<file path="src/rtl/local_irq_timer_pkg.sv">
package local_irq_timer_pkg;
  localparam int VEC_W = 8;
  localparam int PRE_W = 7;            // largest shift is 7
  localparam logic [3:0] DIV_KEEP = 4'hB;

  typedef enum logic [1:0] {
    SEL_ENTRY = 2'd0,
    SEL_INIT  = 2'd1,
    SEL_CURR  = 2'd2,
    SEL_DIV   = 2'd3
  } reg_sel_e;

  typedef struct packed {
    logic             periodic;
    logic             mask;
    logic [VEC_W-1:0] vector;
  } entry_t;

  localparam int ENTRY_W = $bits(entry_t);

  function automatic logic [2:0] div_shift(logic [3:0] div);
    logic [2:0] code;
    code = {div[3], div[1:0]};
    return code + 3'd1;               // wraps: code 7 -> shift 0
  endfunction
endpackage

</file>
<file path="src/rtl/local_irq_timer_regs.sv">
module local_irq_timer_regs
  import local_irq_timer_pkg::*;
#(
  parameter int DATA_W = 32,
  parameter int CNT_W  = 32
) (
  input  logic              clk_i,
  input  logic              rst_ni,
  input  logic              we_i,
  input  logic [1:0]        addr_i,
  input  logic [DATA_W-1:0] wdata_i,
  input  logic [CNT_W-1:0]  cur_cnt_i,
  output entry_t            entry_o,
  output logic [CNT_W-1:0]  init_o,
  output logic [3:0]        div_o,
  output logic              load_o,
  output logic [DATA_W-1:0] rdata_o
);
  reg_sel_e sel;
  entry_t   entry_q;
  logic [CNT_W-1:0] init_q;
  logic [3:0]       div_q;

  assign sel    = reg_sel_e'(addr_i);
  assign load_o = we_i && (sel == SEL_INIT);

  always_ff @(posedge clk_i or negedge rst_ni) begin
    if (!rst_ni) begin
      entry_q <= '{periodic: 1'b0, mask: 1'b1, vector: '0};
      init_q  <= '0;
      div_q   <= '0;
    end else if (we_i) begin
      unique case (sel)
        SEL_ENTRY: entry_q <= entry_t'(wdata_i[ENTRY_W-1:0]);
        SEL_INIT:  init_q  <= wdata_i[CNT_W-1:0];
        SEL_DIV:   div_q   <= wdata_i[3:0] & DIV_KEEP;
        default:   ;                  // current count is read-only
      endcase
    end
  end

  always_comb begin
    unique case (sel)
      SEL_ENTRY: rdata_o = DATA_W'(entry_q);
      SEL_INIT:  rdata_o = DATA_W'(init_q);
      SEL_CURR:  rdata_o = DATA_W'(cur_cnt_i);
      default:   rdata_o = DATA_W'(div_q);
    endcase
  end

  assign entry_o = entry_q;
  assign init_o  = init_q;
  assign div_o   = div_q;
endmodule

</file>
<file path="src/rtl/local_irq_timer_prescale.sv">
module local_irq_timer_prescale
  import local_irq_timer_pkg::*;
(
  input  logic       clk_i,
  input  logic       rst_ni,
  input  logic       clr_i,
  input  logic [2:0] shift_i,
  output logic       tick_o
);
  logic [PRE_W-1:0] pre_q;
  logic [PRE_W-1:0] sel;

  always_ff @(posedge clk_i or negedge rst_ni) begin
    if (!rst_ni)    pre_q <= '0;
    else if (clr_i) pre_q <= '0;
    else            pre_q <= pre_q + 1'b1;
  end

  // tick when the low 'shift' bits are all ones
  for (genvar i = 0; i < PRE_W; i++) begin : g_sel
    assign sel[i] = (3'(i) < shift_i) ? pre_q[i] : 1'b1;
  end

  assign tick_o = &sel;
endmodule

</file>
<file path="src/rtl/local_irq_timer_count.sv">
module local_irq_timer_count
  import local_irq_timer_pkg::*;
#(
  parameter int CNT_W = 32
) (
  input  logic             clk_i,
  input  logic             rst_ni,
  input  logic             load_i,
  input  logic [CNT_W-1:0] load_val_i,
  input  logic [CNT_W-1:0] init_i,
  input  logic             tick_i,
  input  entry_t           entry_i,
  output logic [CNT_W-1:0] cnt_o,
  output logic             irq_o,
  output logic [VEC_W-1:0] irq_vec_o
);
  localparam logic [CNT_W-1:0] ONE = CNT_W'(1);

  logic [CNT_W-1:0] cnt_q;
  logic             irq_q;
  logic [VEC_W-1:0] vec_q;
  logic             run;

  assign run = tick_i && (init_i != '0);

  always_ff @(posedge clk_i or negedge rst_ni) begin
    if (!rst_ni) begin
      cnt_q <= '0;
      irq_q <= 1'b0;
      vec_q <= '0;
    end else if (load_i) begin
      cnt_q <= load_val_i;
      irq_q <= 1'b0;
    end else if (run) begin
      if (cnt_q == '0) begin
        if (entry_i.periodic) cnt_q <= init_i;
        irq_q <= 1'b0;
      end else begin
        cnt_q <= cnt_q - ONE;
        irq_q <= (cnt_q == ONE) && !entry_i.mask;
        if (cnt_q == ONE) vec_q <= entry_i.vector;
      end
    end else begin
      irq_q <= 1'b0;
    end
  end

  assign cnt_o     = cnt_q;
  assign irq_o     = irq_q;
  assign irq_vec_o = vec_q;
endmodule

</file>
<file path="src/rtl/local_irq_timer.sv">
module local_irq_timer
  import local_irq_timer_pkg::*;
#(
  parameter int DATA_W = 32,
  parameter int CNT_W  = 32
) (
  input  logic              clk_i,
  input  logic              rst_ni,
  input  logic              reg_we_i,
  input  logic [1:0]        reg_addr_i,
  input  logic [DATA_W-1:0] reg_wdata_i,
  output logic [DATA_W-1:0] reg_rdata_o,
  output logic              irq_o,
  output logic [VEC_W-1:0]  irq_vec_o
);
  entry_t           entry_q;
  logic [CNT_W-1:0] init_q;
  logic [CNT_W-1:0] cnt_q;
  logic [3:0]       div_q;
  logic             load;
  logic             tick;

  local_irq_timer_regs #(.DATA_W(DATA_W), .CNT_W(CNT_W)) u_regs (
    .clk_i    (clk_i),
    .rst_ni   (rst_ni),
    .we_i     (reg_we_i),
    .addr_i   (reg_addr_i),
    .wdata_i  (reg_wdata_i),
    .cur_cnt_i(cnt_q),
    .entry_o  (entry_q),
    .init_o   (init_q),
    .div_o    (div_q),
    .load_o   (load),
    .rdata_o  (reg_rdata_o)
  );

  local_irq_timer_prescale u_pre (
    .clk_i  (clk_i),
    .rst_ni (rst_ni),
    .clr_i  (load),
    .shift_i(div_shift(div_q)),
    .tick_o (tick)
  );

  local_irq_timer_count #(.CNT_W(CNT_W)) u_cnt (
    .clk_i     (clk_i),
    .rst_ni    (rst_ni),
    .load_i    (load),
    .load_val_i(reg_wdata_i[CNT_W-1:0]),
    .init_i    (init_q),
    .tick_i    (tick),
    .entry_i   (entry_q),
    .cnt_o     (cnt_q),
    .irq_o     (irq_o),
    .irq_vec_o (irq_vec_o)
  );
endmodule

</file>
<file path="config.mk">
export PLATFORM = sky130hd
export DESIGN_NAME = local_irq_timer
export DESIGN_NICKNAME = d
export VERILOG_FILES = /design/src/rtl/local_irq_timer_pkg.sv /design/src/rtl/local_irq_timer_regs.sv /design/src/rtl/local_irq_timer_prescale.sv /design/src/rtl/local_irq_timer_count.sv /design/src/rtl/local_irq_timer.sv
export SDC_FILE = /design/constraint.sdc
export NUM_CORES = 1
export LEC_CHECK = 0
export ABC_AREA = 1
export CAP_MARGIN = 0
export CELL_PAD_IN_SITES_DETAIL_PLACEMENT = 0
export CELL_PAD_IN_SITES_GLOBAL_PLACEMENT = 2
export CORE_MARGIN = 10
export CORE_UTILIZATION = 31
export CTS_CLUSTER_DIAMETER = 30
export DETAILED_ROUTE_END_ITERATION = 10
export PLACE_DENSITY_LB_ADDON = 0.15
export SYNTH_ARGS = -nofsm -noshare
export SYNTH_HDL_FRONTEND = slang
export SYNTH_SLANG_ARGS = --single-unit
</file>
<file path="constraint.sdc">
create_clock -name clk_i -period 2 [get_ports clk_i]
set_input_delay 0.5 -clock clk_i [delete_from_list [all_inputs] [get_ports clk_i]]
set_output_delay 0.5 -clock clk_i [all_outputs]
set_load 0.01 [all_outputs]
</file>
==> results.cfg <==
[power]
power_density_nw_per_um2 = 1230
power.share.clock = 0.195
power_frac_comb = 0.484
power.internal_mw = 5.11
ir_worst_vdd_mv = 0.560
p_switching_mw = 3.98
power.total_mw = 9.09
swShare = 0.438
seqPwrFrac = 0.320
p_leak_nw = 3.81

[timing]
setup_ws_ps = 78.7
worst_clock_skew_ps = 13.1
slew_headroom = 0.728
clock.fmax_mhz = 520
holdWs_ps = 44.7
period_needed_ps = 1920
setup_viol = 0
hold_viol_final = 0
post-route-period-util = 0.961
finalMaxSlewViolations = 0
tightestPinTransition_ps = 408

[clock_network]
clk_pin_slew_ps = 70
htree_levels = 3
cts_buffers = 9
root_buffer = clkbuf_16
clk_latency_ps = 350
hold_buffers = 0
numClockSinks = 93
clk_path_buf_depth = 2
cts_tree = yes

[placement]
portBuffers = 77
hpwlAfterDp_um = 15100
dp_worst_setup_slack_ps = -727
dpl_cell_area_sq_um = 7000
gp_congestion = 0.857

[outcome]
status = finished, final reports clean

[floorplan]
dieWidth_um = 156
io_pins = 78
rows = 49
core_region_area_sq_um = 18100
start_util = 0.318
die_h_um = 156
dieArea_sq_um = 24400

[drt]
viasPerCell = 4.86
vias = 5669
post-route-drc-count = 0
wl_per_cell_um = 17.4
dr.pass1.iters = 5
drt_iter0_drc = 365
antenna_left = 0
wl_um = 20200

[final_layout]
drive_gt1_frac = 0.179
layout_commonest_cell = nand2_1
final_nets = 973
final_cell_mix = nand2_1, inv_1, dfrtp_1
fillers = 1912
final_area_sq_um = 7410
area_delta_synth_final_pct = 28.8
num_antenna_cells = 0

[yosys]
synth-seq-cells = 93
synth_cells = 826
yosysWarnings = 0
netlist_area_sq_um = 5750
synth.largest_area_cell = dfrtp_1
synthTopCellsByArea = dfrtp_1, nand2_1, inv_1
syn_nets = 867
avgSynthCellArea_sq_um = 6.96
synth_top_area_share = 0.400
ys_types = 34
ys_seq_area_frac = 0.405

[worst_setup_path]
setup.worst_path.end_class = flip-flop
required_ps = 2240
start_kind = flip-flop
crit_type = flip-flop to flip-flop
worstPathMaxFanout = 16
worstPathArrival_ps = 2160

[grt]
grt_max_degree = 56
grt_pass1_vias = 5796
grt_antenna_before_repair = 0
grt_use_total = 0.164
overflow = 0
grt_pass1_wl_um = 31800

[min_path]
hold_path_class = input port to asynchronous set/reset pin

[flow_run]
max-cap-violations = 0
==> state kept, by name (all words and copies together) (netlist names) <==
name / cells
u_cnt.cnt_o: 32
u_cnt.irq_o: 1
u_cnt.irq_vec_o: 8
u_pre.pre_q: 7
u_regs.div_o: 3
u_regs.entry_o: 10
u_regs.init_o: 32
==> Yosys cell counts <==
master,instances
nand2_4,4
nor2_2,4
buf_4,5
clkbuf_1,13
buf_6,6
dfrtp_1,92
a21oi_1,31
nor2_8,2
nand2_2,4
o21ai_2,4
ha_1,4
a31oi_1,1
o21ai_0,55
xnor2_1,1
nand3_1,69
inv_2,4
dfstp_2,1
nor2_1,78
o2111ai_1,2
nor3_1,2
buf_2,4
or2_2,1
nor2_4,2
xor2_1,18
nand2_1,270
nand4_1,11
buf_1,6
o221ai_1,7
a21boi_0,2
a211oi_1,1
nor3_4,1
nand3b_1,1
o22ai_1,22
inv_1,98
==> final cells by class <==
cell class              count  area, sq um  area share
well taps                 229          287      0.0387
clock inverters             5         57.6     0.00777
inverters                 102          388      0.0523
clock buffers              11          243      0.0328
multi-input cells         597         2990       0.403
repair buffers            129         1110       0.149
flip-flops and latches     93         2340       0.316
==> stage by stage <==
step / TNS [ps] / utilization / std cells
2_1_floorplan: 0 / - / 826
3_3_place_gp: -39190 / 0.387 / 1143
3_5_place_dp: -41570 / 0.387 / 1143
4_1_cts: -4.45 / 0.399 / 1159
5_1_grt: -326 / 0.410 / 1166
6_report: 0 / 0.410 / 1166
==> worst max-delay path, cell delays in order (launching register included) <==
cell and delay [ps]:
dfrtp_2 450, nor2_1 150, nand2_1 120, nor2_4 130, nand2_4 100, nor2_8 230, nand2_2 100, nand2_4 130
nand2_4 80, clkbuf_16 190, nand2_1 70, nand2_1 50
==> worst paths after layout <==
path	start	endpoint	slack [ps]	cells after the start
setup / recovery	u_cnt.cnt_o[20]	u_cnt.cnt_o[0]	80	11
hold / removal	rst_ni	u_regs.init_o[22]	40	1
setup reg to reg	u_cnt.cnt_o[20]	u_cnt.cnt_o[0]	80	11
hold reg to reg	u_cnt.irq_vec_o[1]	u_cnt.irq_vec_o[1]	480	2
max in group asynchronous	rst_ni	u_regs.entry_o[8]	1300	2
min in group clk_i	u_cnt.irq_vec_o[1]	u_cnt.irq_vec_o[1]	480	2
==> power groups by stage <==
stage | clock network (mW) | registers [mW] | logic, mW
finish | 1.78 | 2.91 | 4.40
global route | 1.91 | 2.99 | 4.97
CTS | 1.81 | 2.84 | 4.08
detailed placement | 0 | 2.87 | 4.12
global placement | 0 | 2.86 | 4.13
floorplan | 0 | 2.73 | 2.71
==> cells by family (layout without fill, tap and decap cells) <==
group | count (synthesis) | after routing | synth area share
adders and majority gates | 4 | 4 | 0.00870
xor gates and xnor gates | 19 | 19 | 0.0289
DFF | 93 | 93 | 0.405
AOI/OAI and AO/OA | 125 | 125 | 0.124
buffers and inverters | 136 | 247 | 0.101
and+or+nand+nor | 449 | 449 | 0.333
==> layer usage <==
metal / share of wire / vias to the layer above / GRT usage
li1: - / 2852 / -
met1: 0.47 / 2688 / 0.214
met2: 0.48 / 116 / 0.272
met3: 0.045 / 13 / 0.0307
met4: 0.012 / 0 / 0.0422
met5: 0 / - / 0
==> what timing repair did <==
item,4_1_cts,5_1_grt
setup endpoints to repair,51,68
gates cloned,0,2
resized for setup,152,43
endpoints found under the hold margin,0,0
pin swaps,1,6
buffers inserted,0,5
Note: power is estimated with default switching activity, not from simulation.
